### src/rtl/lock_pkg.sv
package lock_pkg;
  localparam int unsigned LOCK_VAL_W_DEF  = 4;
  localparam int unsigned LOCK_DIGITS_DEF = 3;

  typedef enum logic [1:0] {
    PH_DIGIT = 2'd0,
    PH_OPEN  = 2'd1,
    PH_LOCK  = 2'd2,
    PH_BAD   = 2'd3
  } lock_phase_e;
endpackage

### src/rtl/lock_key_path.sv
module lock_key_path
  import lock_pkg::*;
#(
  parameter int unsigned VAL_W      = LOCK_VAL_W_DEF,
  parameter int unsigned NUM_DIGITS = LOCK_DIGITS_DEF,
  parameter logic [NUM_DIGITS-1:0][VAL_W-1:0] KEY = '{4'd2, 4'd4, 4'd3}
) (
  input  logic [NUM_DIGITS-1:0] sel_i,
  input  logic [VAL_W-1:0]      val_i,
  output logic                  hit_o
);
  logic [NUM_DIGITS-1:0] lane_hit;
  logic [VAL_W-1:0]      picked;

  // one-hot steering of the stored digit onto a single comparator
  always_comb begin
    picked = '0;
    for (int i = 0; i < NUM_DIGITS; i++) begin
      if (sel_i[i]) picked = picked | KEY[i];
    end
  end

  genvar g;
  generate
    for (g = 0; g < NUM_DIGITS; g++) begin : g_lane
      assign lane_hit[g] = sel_i[g];
    end
  endgenerate

  assign hit_o = (|lane_hit) && (picked == val_i);
endmodule

### src/rtl/lock_seq_ctrl.sv
module lock_seq_ctrl
  import lock_pkg::*;
#(
  parameter int unsigned NUM_DIGITS = LOCK_DIGITS_DEF
) (
  input  logic                clk,
  input  logic                rst,
  input  logic                strobe_i,
  input  logic                hit_i,
  output logic [NUM_DIGITS:0] state_o,
  output logic                open_o
);
  localparam int unsigned ST_W = NUM_DIGITS + 1;
  localparam logic [ST_W-1:0] ST_FIRST = ST_W'(1);
  localparam logic [ST_W-1:0] ST_OPEN  = ST_W'(1) << NUM_DIGITS;
  localparam logic [ST_W-1:0] ST_LOCK  = '0;

  logic [ST_W-1:0] state_q, state_d;
  logic            open_q;
  lock_phase_e     phase;

  always_comb begin
    if (state_q == ST_LOCK)
      phase = PH_LOCK;
    else if (state_q == ST_OPEN)
      phase = PH_OPEN;
    else if (!state_q[NUM_DIGITS] && $onehot(state_q[NUM_DIGITS-1:0]))
      phase = PH_DIGIT;
    else
      phase = PH_BAD;
  end

  always_comb begin
    unique case (phase)
      PH_DIGIT: begin
        if (strobe_i) state_d = hit_i ? (state_q << 1) : ST_LOCK;
        else          state_d = state_q;
      end
      PH_OPEN:  state_d = ST_OPEN;
      PH_LOCK:  state_d = ST_LOCK;
      default:  state_d = ST_LOCK;
    endcase
  end

  always_ff @(posedge clk) begin
    if (rst) begin
      state_q <= ST_FIRST;
      open_q  <= 1'b0;
    end else begin
      state_q <= state_d;
      open_q  <= (state_d == ST_OPEN);
    end
  end

  assign state_o = state_q;
  assign open_o  = open_q;
endmodule

### src/rtl/combo_lock.sv
module combo_lock
  import lock_pkg::*;
#(
  parameter int unsigned VAL_W      = LOCK_VAL_W_DEF,
  parameter int unsigned NUM_DIGITS = LOCK_DIGITS_DEF,
  parameter logic [NUM_DIGITS-1:0][VAL_W-1:0] KEY = '{4'd2, 4'd4, 4'd3}
) (
  input  logic                  clk,
  input  logic                  rst,
  input  logic                  entry_stb,
  input  logic [VAL_W-1:0]      entry_val,
  output logic                  unlocked_o,
  output logic [NUM_DIGITS:0]   state_o,
  output logic [NUM_DIGITS-1:0] digit_sel_o
);
  logic [NUM_DIGITS:0] state_w;
  logic                key_hit;

  lock_key_path #(
    .VAL_W(VAL_W), .NUM_DIGITS(NUM_DIGITS), .KEY(KEY)
  ) u_path (
    .sel_i (state_w[NUM_DIGITS-1:0]),
    .val_i (entry_val),
    .hit_o (key_hit)
  );

  lock_seq_ctrl #(
    .NUM_DIGITS(NUM_DIGITS)
  ) u_ctrl (
    .clk      (clk),
    .rst      (rst),
    .strobe_i (entry_stb),
    .hit_i    (key_hit),
    .state_o  (state_w),
    .open_o   (unlocked_o)
  );

  assign state_o     = state_w;
  assign digit_sel_o = state_w[NUM_DIGITS-1:0];
endmodule

### config.mk
export PLATFORM = sky130hd
export DESIGN_NAME = combo_lock
export DESIGN_NICKNAME = d
export VERILOG_FILES = /design/src/rtl/lock_pkg.sv /design/src/rtl/lock_key_path.sv /design/src/rtl/lock_seq_ctrl.sv /design/src/rtl/combo_lock.sv
export SDC_FILE = /design/constraint.sdc
export NUM_CORES = 1
export LEC_CHECK = 0
export BUFFER_PORTS_ARGS = -buffer_cell sky130_fd_sc_hd__buf_2
export CORE_AREA = 3 3 40 42
export CTS_BUF_LIST = sky130_fd_sc_hd__clkbuf_8
export DETAILED_ROUTE_END_ITERATION = 10
export DIE_AREA = 0 0 43 45
export PLACE_DENSITY = 0.48
export SETUP_SLACK_MARGIN = 0.1
export SKIP_LAST_GASP = 1
export SLEW_MARGIN = 20
export SYNTH_ARGS = -nofsm -noshare
export SYNTH_HDL_FRONTEND = slang
export SYNTH_SLANG_ARGS = --single-unit
### constraint.sdc
create_clock -name clk -period 1.7 [get_ports clk]
set_clock_uncertainty 0.1 [all_clocks]
set_input_delay 0.17 -clock clk [delete_from_list [all_inputs] [get_ports clk]]
set_output_delay 0.17 -clock clk [all_outputs]
set_load 0.05 [all_outputs]
* After elaboration in Yosys (flattened, before gate mapping)
Cells that the tools add are included.
** Cells by class
- Add/subtract/negate cells :: 2
- Equal/unequal tests :: 5
- Multiplexer cells :: 9
- Reductions and logical operators :: 6
** Operators with widths (count)
- $mux 2 :: 5
- $eq 4x4->1 const B :: 2
- $mux 4 :: 2
- $pmux 4 s2 :: 1
- $eq 2x1->1 const B :: 2
- $eq 3x4->1 :: 1
- $logic_not 4->1 :: 1
- $mux 3 :: 1
- $reduce_or 3->1 :: 1
- $add 1x1->2 :: 1
- $add 2x1->2 :: 1
- $logic_and 1x1->1 :: 2
- $logic_not 2->1 :: 1
- $logic_not 1->1 :: 1
** Word-level totals
- Register bits :: 5
- Input port bits :: 7

* Depth between registers and ports, before layout
- Depth in word-level cells :: 10
- Gate-level depth with buffers :: 6

* Modules after synthesis
Synthesis repeated with hierarchy kept, for this count alone.
** Unflattened totals
- Cell total of the unflattened synthesis :: 37
- Area, all modules :: 331.6 µm²
** Modules (own cells, without submodules)
- lock_seq_ctrl :: times used 1, cells an instance 26, area an instance 249.0 µm², seq. area each 100.1 µm²
- lock_key_path :: times used 1, cells an instance 8, area an instance 60.1 µm², seq. area each 0.0 µm²
- combo_lock :: times used 1, cells an instance 3, area an instance 22.5 µm², seq. area each 0.0 µm²

* Worst setup path before layout
OpenSTA, ideal clock, no wires.
- Path type :: reg-to-reg
- From :: register u_ctrl.state_q[0] (netlist: u_ctrl.state_o[0])
- To :: register u_ctrl.open_q (netlist: u_ctrl.open_o)
- Setup time :: 116 ps
- Arrival time :: 1996 ps
- Required time :: 1484 ps
- Path slack :: -513 ps
- Cell stages (with the launch flop) :: 7
- Path buffers :: 0
- Clock period less this slack :: 2213 ps
- Cells stage by stage :: dfxtp_1 -> inv_1 -> fa_1 -> nor3b_1 -> and4_1 -> a31o_1 -> o211a_1
** On the way
- Cells in the longest elaborated chain, start to end :: 10
** Ends and longest elaborated chain
- start, declared :: line lock_seq_ctrl.sv:18 : logic [ST_W-1:0] state_q, state_d;
- start signal, assigned :: line lock_seq_ctrl.sv:50 : state_q <= state_d;
- $add 1x1->2 :: line lock_seq_ctrl.sv:27 : else if (!state_q[NUM_DIGITS] && $onehot(state_q[NUM_DIGITS-1:0]))
- $add 2x1->2 :: line lock_seq_ctrl.sv:27
- $eq 2x1->1 :: line lock_seq_ctrl.sv:27
- $logic_and 1x1->1 :: line lock_seq_ctrl.sv:27
- $mux 2 :: line lock_seq_ctrl.sv:27
- $mux 2 :: line lock_seq_ctrl.sv:25 : else if (state_q == ST_OPEN)
- $mux 2 :: line lock_seq_ctrl.sv:23 : if (state_q == ST_LOCK)
- $eq 2x1->1 or $logic_not 2->1 (tied branches) :: line lock_seq_ctrl.sv:34 : unique case (phase)
- $pmux 4 s2 (*) :: line lock_seq_ctrl.sv:34
- $eq 4x4->1 (*) :: line lock_seq_ctrl.sv:51 : open_q <= (state_d == ST_OPEN);
- end signal, assigned :: line lock_seq_ctrl.sv:51
- end, declared :: line lock_seq_ctrl.sv:19 : logic open_q;
Every way passes the cells marked *; elsewhere a longest branch is shown, timed or not.
A chain may end at the register's enable or synchronous reset.

* Worst setup path after layout
- From :: register u_ctrl.state_q[1] (netlist: u_ctrl.state_o[1])
- To :: register u_ctrl.open_q (netlist: u_ctrl.open_o)
Same word-level chain as after synthesis.

==> impl_results.md <==
* Crit-path max FO at 2
* Time the worst path needs with I/O delays and setup at 1.79 ns
* Antenna viol nets, final at 0
* Crit path DAT at 1.85 ns
* Layout filler cell count at 141
* First-pass GRT wire length at 1.48 mm
* Netlist cell types at 23
* Syn_nets at 47
* Gr ovfl total at 0
* Mapped cell area at 342 sq um
* Max Fclk at 559 MHz
* Fin. max-slew vios at 0
* Cts bufs inserted at 3
* Cells along the critical path: inv_2 -> fa_1 -> nor3b_2 -> and4_1 -> a31o_1 -> o211a_1
* HPWL after detailed placement at 678 um
* Skew-Pair Late Insertion Delay at 0.22 ns
* CP Launch Type: flop
* Number of port buffers at 14
* Max-Cap Viols at 0
* R2r setup slk at -0.09 ns
* All-Layer GR Usage at 10.6%
* Ys Warns at 0
* Leakage at 0.256 nW
* # diodes at 0
* Comb power frac at 19.7%
* Hold_sp: rst
* Fin area at 537 sq um
* Cts hold-fix bufs at 0
* Psw at 105 uW
* TritonRoute pass-1 iters at 4
* CTS root buffer: clkbuf_8
* Register area at 111 sq um
* Fin. Hold Viols at 0
* Clock power frac at 51.4%
* Yosys reg bits at 5
* Clock net sink count at 5
* Max-slew headroom at 81.2%
* Failing checks: negative setup slack
* Worst-Margin Slew at 0.278 ns
* Starting Density at 26.6%
* P_int at 304 uW
* Hold Path Class: input port to flop
* DP Area at 452 sq um
* Largest net degree at the start of global routing at 7
* Area grow syn2layout at 57.1%
* CP endpoint kind: flop
* Min Hold Slack at 0.0571 ns
* Core Rows at 13
* P per Cell Area at 763 nW/um^2
* Post-DR wirelength/cell at 12.4 um
* Final setup vio count at 3
* Worst VDD drop at 0.394 mV
* Critical Path RT at 1.76 ns
* Final Wtd Congestion at 0.775
* Worst path slowest cell: fa_1
* Register area share after synthesis at 29.3%
* Total Die Area at 1940 sq um
* Die Wd at 43 um
* Outcome: finished, violations left
* RSZ-0062 raised after global routing: yes
* CTS tree: built
* Setup slack at placement at -0.0545 ns
* WL final at 921 um
* Setup ws final at -0.0887 ns
* Tot Pwr at 410 uW
* Core footprint at 1280 sq um
* Syn_area_per_cell at 8.99 sq um
* Vias in the first global route at 333
* Clock Path Buffers at 2
* Flop pwr share at 29.0%
* WS Path Type: flop to flop
* Sw frac at 25.7%
* Clock transition at path regs at 0.03 ns
* Mapped Cells at 38
* H-tree levels at 1
* Crit path from: u_ctrl.state_o[1]$_SDFF_PP0_
* Area of the multi-input gates at 225 sq um
* Biggest area consumer among synthesized cells: dfxtp_1
* Worst R2R End: u_ctrl.open_o$_SDFF_PP0_
* CP peak stage delay at 0.52 ns
* Vias at 355
* Ports at 15
* Synth top area share at 29.3%
* Via density at 4.80
* Drt drc at 0
* Initial antenna violation count at 0
* Synth area leaders: dfxtp_1 (29%), buf_4 (6.6%), fa_1 (5.9%)
* Critical Path End: u_ctrl.open_o$_SDFF_PP0_
* Layout Nets at 69
* Die H at 45 um
* Reg2reg path depth at 6
* Share of layout cells above drive strength 1 at 59.3%
* Iter 0 DRT Violations at 12
* Final period util at 105%
* R2R Path Start: u_ctrl.state_o[1]$_SDFF_PP0_
-- how the worst min path moves through the flow --
stage                                         to  cells after the start
detailed placement  u_ctrl.state_o[2]$_SDFF_PP0_                      2
floorplan           u_ctrl.state_o[2]$_SDFF_PP0_                      1
CTS                 u_ctrl.state_o[2]$_SDFF_PP0_                      2
global route        u_ctrl.state_o[1]$_SDFF_PP0_                      2
finish              u_ctrl.state_o[1]$_SDFF_PP0_                      2
global placement    u_ctrl.state_o[2]$_SDFF_PP0_                      2
-- per-stage QoR --
| step | setup TNS (ns) | utilization, % | instances |
|---|---|---|---|
| after floorplan | -0.186 | - | 38 |
| after global placement | -0.101 | 35.2 | 68 |
| after detailed placement | -0.0640 | 35.2 | 68 |
| after CTS | -0.0530 | 39.2 | 72 |
| after global routing | -0.332 | 41.8 | 74 |
| final | -0.181 | 41.8 | 74 |
-- Yosys cell counts --
cell     instances
nand3_1          1
nor2_1           2
fa_1             1
inv_1            5
xor2_1           1
o21ai_0          1
and4_1           2
nor3b_1          1
dfxtp_1          5
ha_1             1
a31o_1           1
nand2_1          1
or3b_1           1
xnor2_1          2
o31ai_1          1
or2_0            1
nor4_1           1
buf_4            3
nor3_1           3
a22oi_1          1
nor4b_1          1
o211a_1          1
o41ai_2          1
-- registers in the layout, summed over array words and instances (netlist names) --
signal / flops
u_ctrl.state_o: 4
u_ctrl.open_o: 1
-- cell type report --
cell class | count | share of cell area, %
clock buffer | 3 | 7.69
clock inverter | 1 | 0.699
inverter | 5 | 3.96
multi-input combinational | 25 | 42.0
sequential | 5 | 20.7
tap | 15 | 3.50
timing repair buffer | 20 | 21.4
-- cell usage in the layout, fill, tap and decap left out --
| cell | count |
|---|---|
| xnor2_2 | 1 |
| and4_1 | 2 |
| nand3_1 | 1 |
| inv_4 | 1 |
| o211a_1 | 1 |
| inv_2 | 2 |
| o41ai_2 | 1 |
| clkbuf_8 | 3 |
| o31ai_2 | 1 |
| nor4b_1 | 1 |
| buf_2 | 14 |
| fa_1 | 1 |
| nor2_1 | 2 |
| dfxtp_1 | 2 |
| a31o_1 | 1 |
| buf_4 | 6 |
| or2_0 | 1 |
| a22oi_1 | 1 |
| nor3b_2 | 1 |
| nor3_1 | 2 |
| or3b_4 | 1 |
| nor4_1 | 1 |
| inv_1 | 3 |
| xor2_1 | 1 |
| dfxtp_4 | 3 |
| nand2_1 | 1 |
| xnor2_1 | 1 |
| nor3_2 | 1 |
| ha_1 | 1 |
| o21ai_0 | 1 |
-- worst max-delay path, delay by kind of cell (launching register included) --
| family | cells | cell delay (ns) |
|---|---|---|
| simple gates | 2 | 0.42 |
| buf+inv | 1 | 0.04 |
| compound gates | 2 | 0.31 |
| flops | 1 | 0.34 |
| fa+ha+maj | 1 | 0.52 |
-- metal layers --
metal / routed length, um / track usage, % / up-vias
li1: - / - / 174
met2: 460 / 14.7 / 17
met5: 0 / 0 / -
met3: 43 / 3.59 / 4
met4: 17 / 6.63 / 0
met1: 400 / 14.1 / 160
-- power groups by stage --
stage | clock [mW] | sequential [mW] | combinational (mW)
final | 0.210 | 0.119 | 0.0807
after global placement | 0 | 0.120 | 0.0690
after floorplan | 0 | 0.129 | 0.0363
after detailed placement | 0 | 0.120 | 0.0676
after global routing | 0.229 | 0.119 | 0.0870
after CTS | 0.218 | 0.119 | 0.0709
-- kinds of logic (layout without fill, tap and decap cells) --
family / Yosys count / in the layout / share of synthesized area [%]
flops: 5 / 5 / 29.3
buf+inv: 8 / 29 / 12.1
xor+xnor: 3 / 3 / 7.69
compound gates: 6 / 6 / 16.1
simple gates: 14 / 14 / 25.3
fa+ha+maj: 2 / 2 / 9.52
-- what timing repair did --
action | 4_1_cts | 5_1_grt
gates resized for setup | 3 | 3
endpoints found under the setup margin | 4 | 5
pin swaps | 1 | 0
setup buffers | 0 | 2
Power figures use the tool's default switching activity.
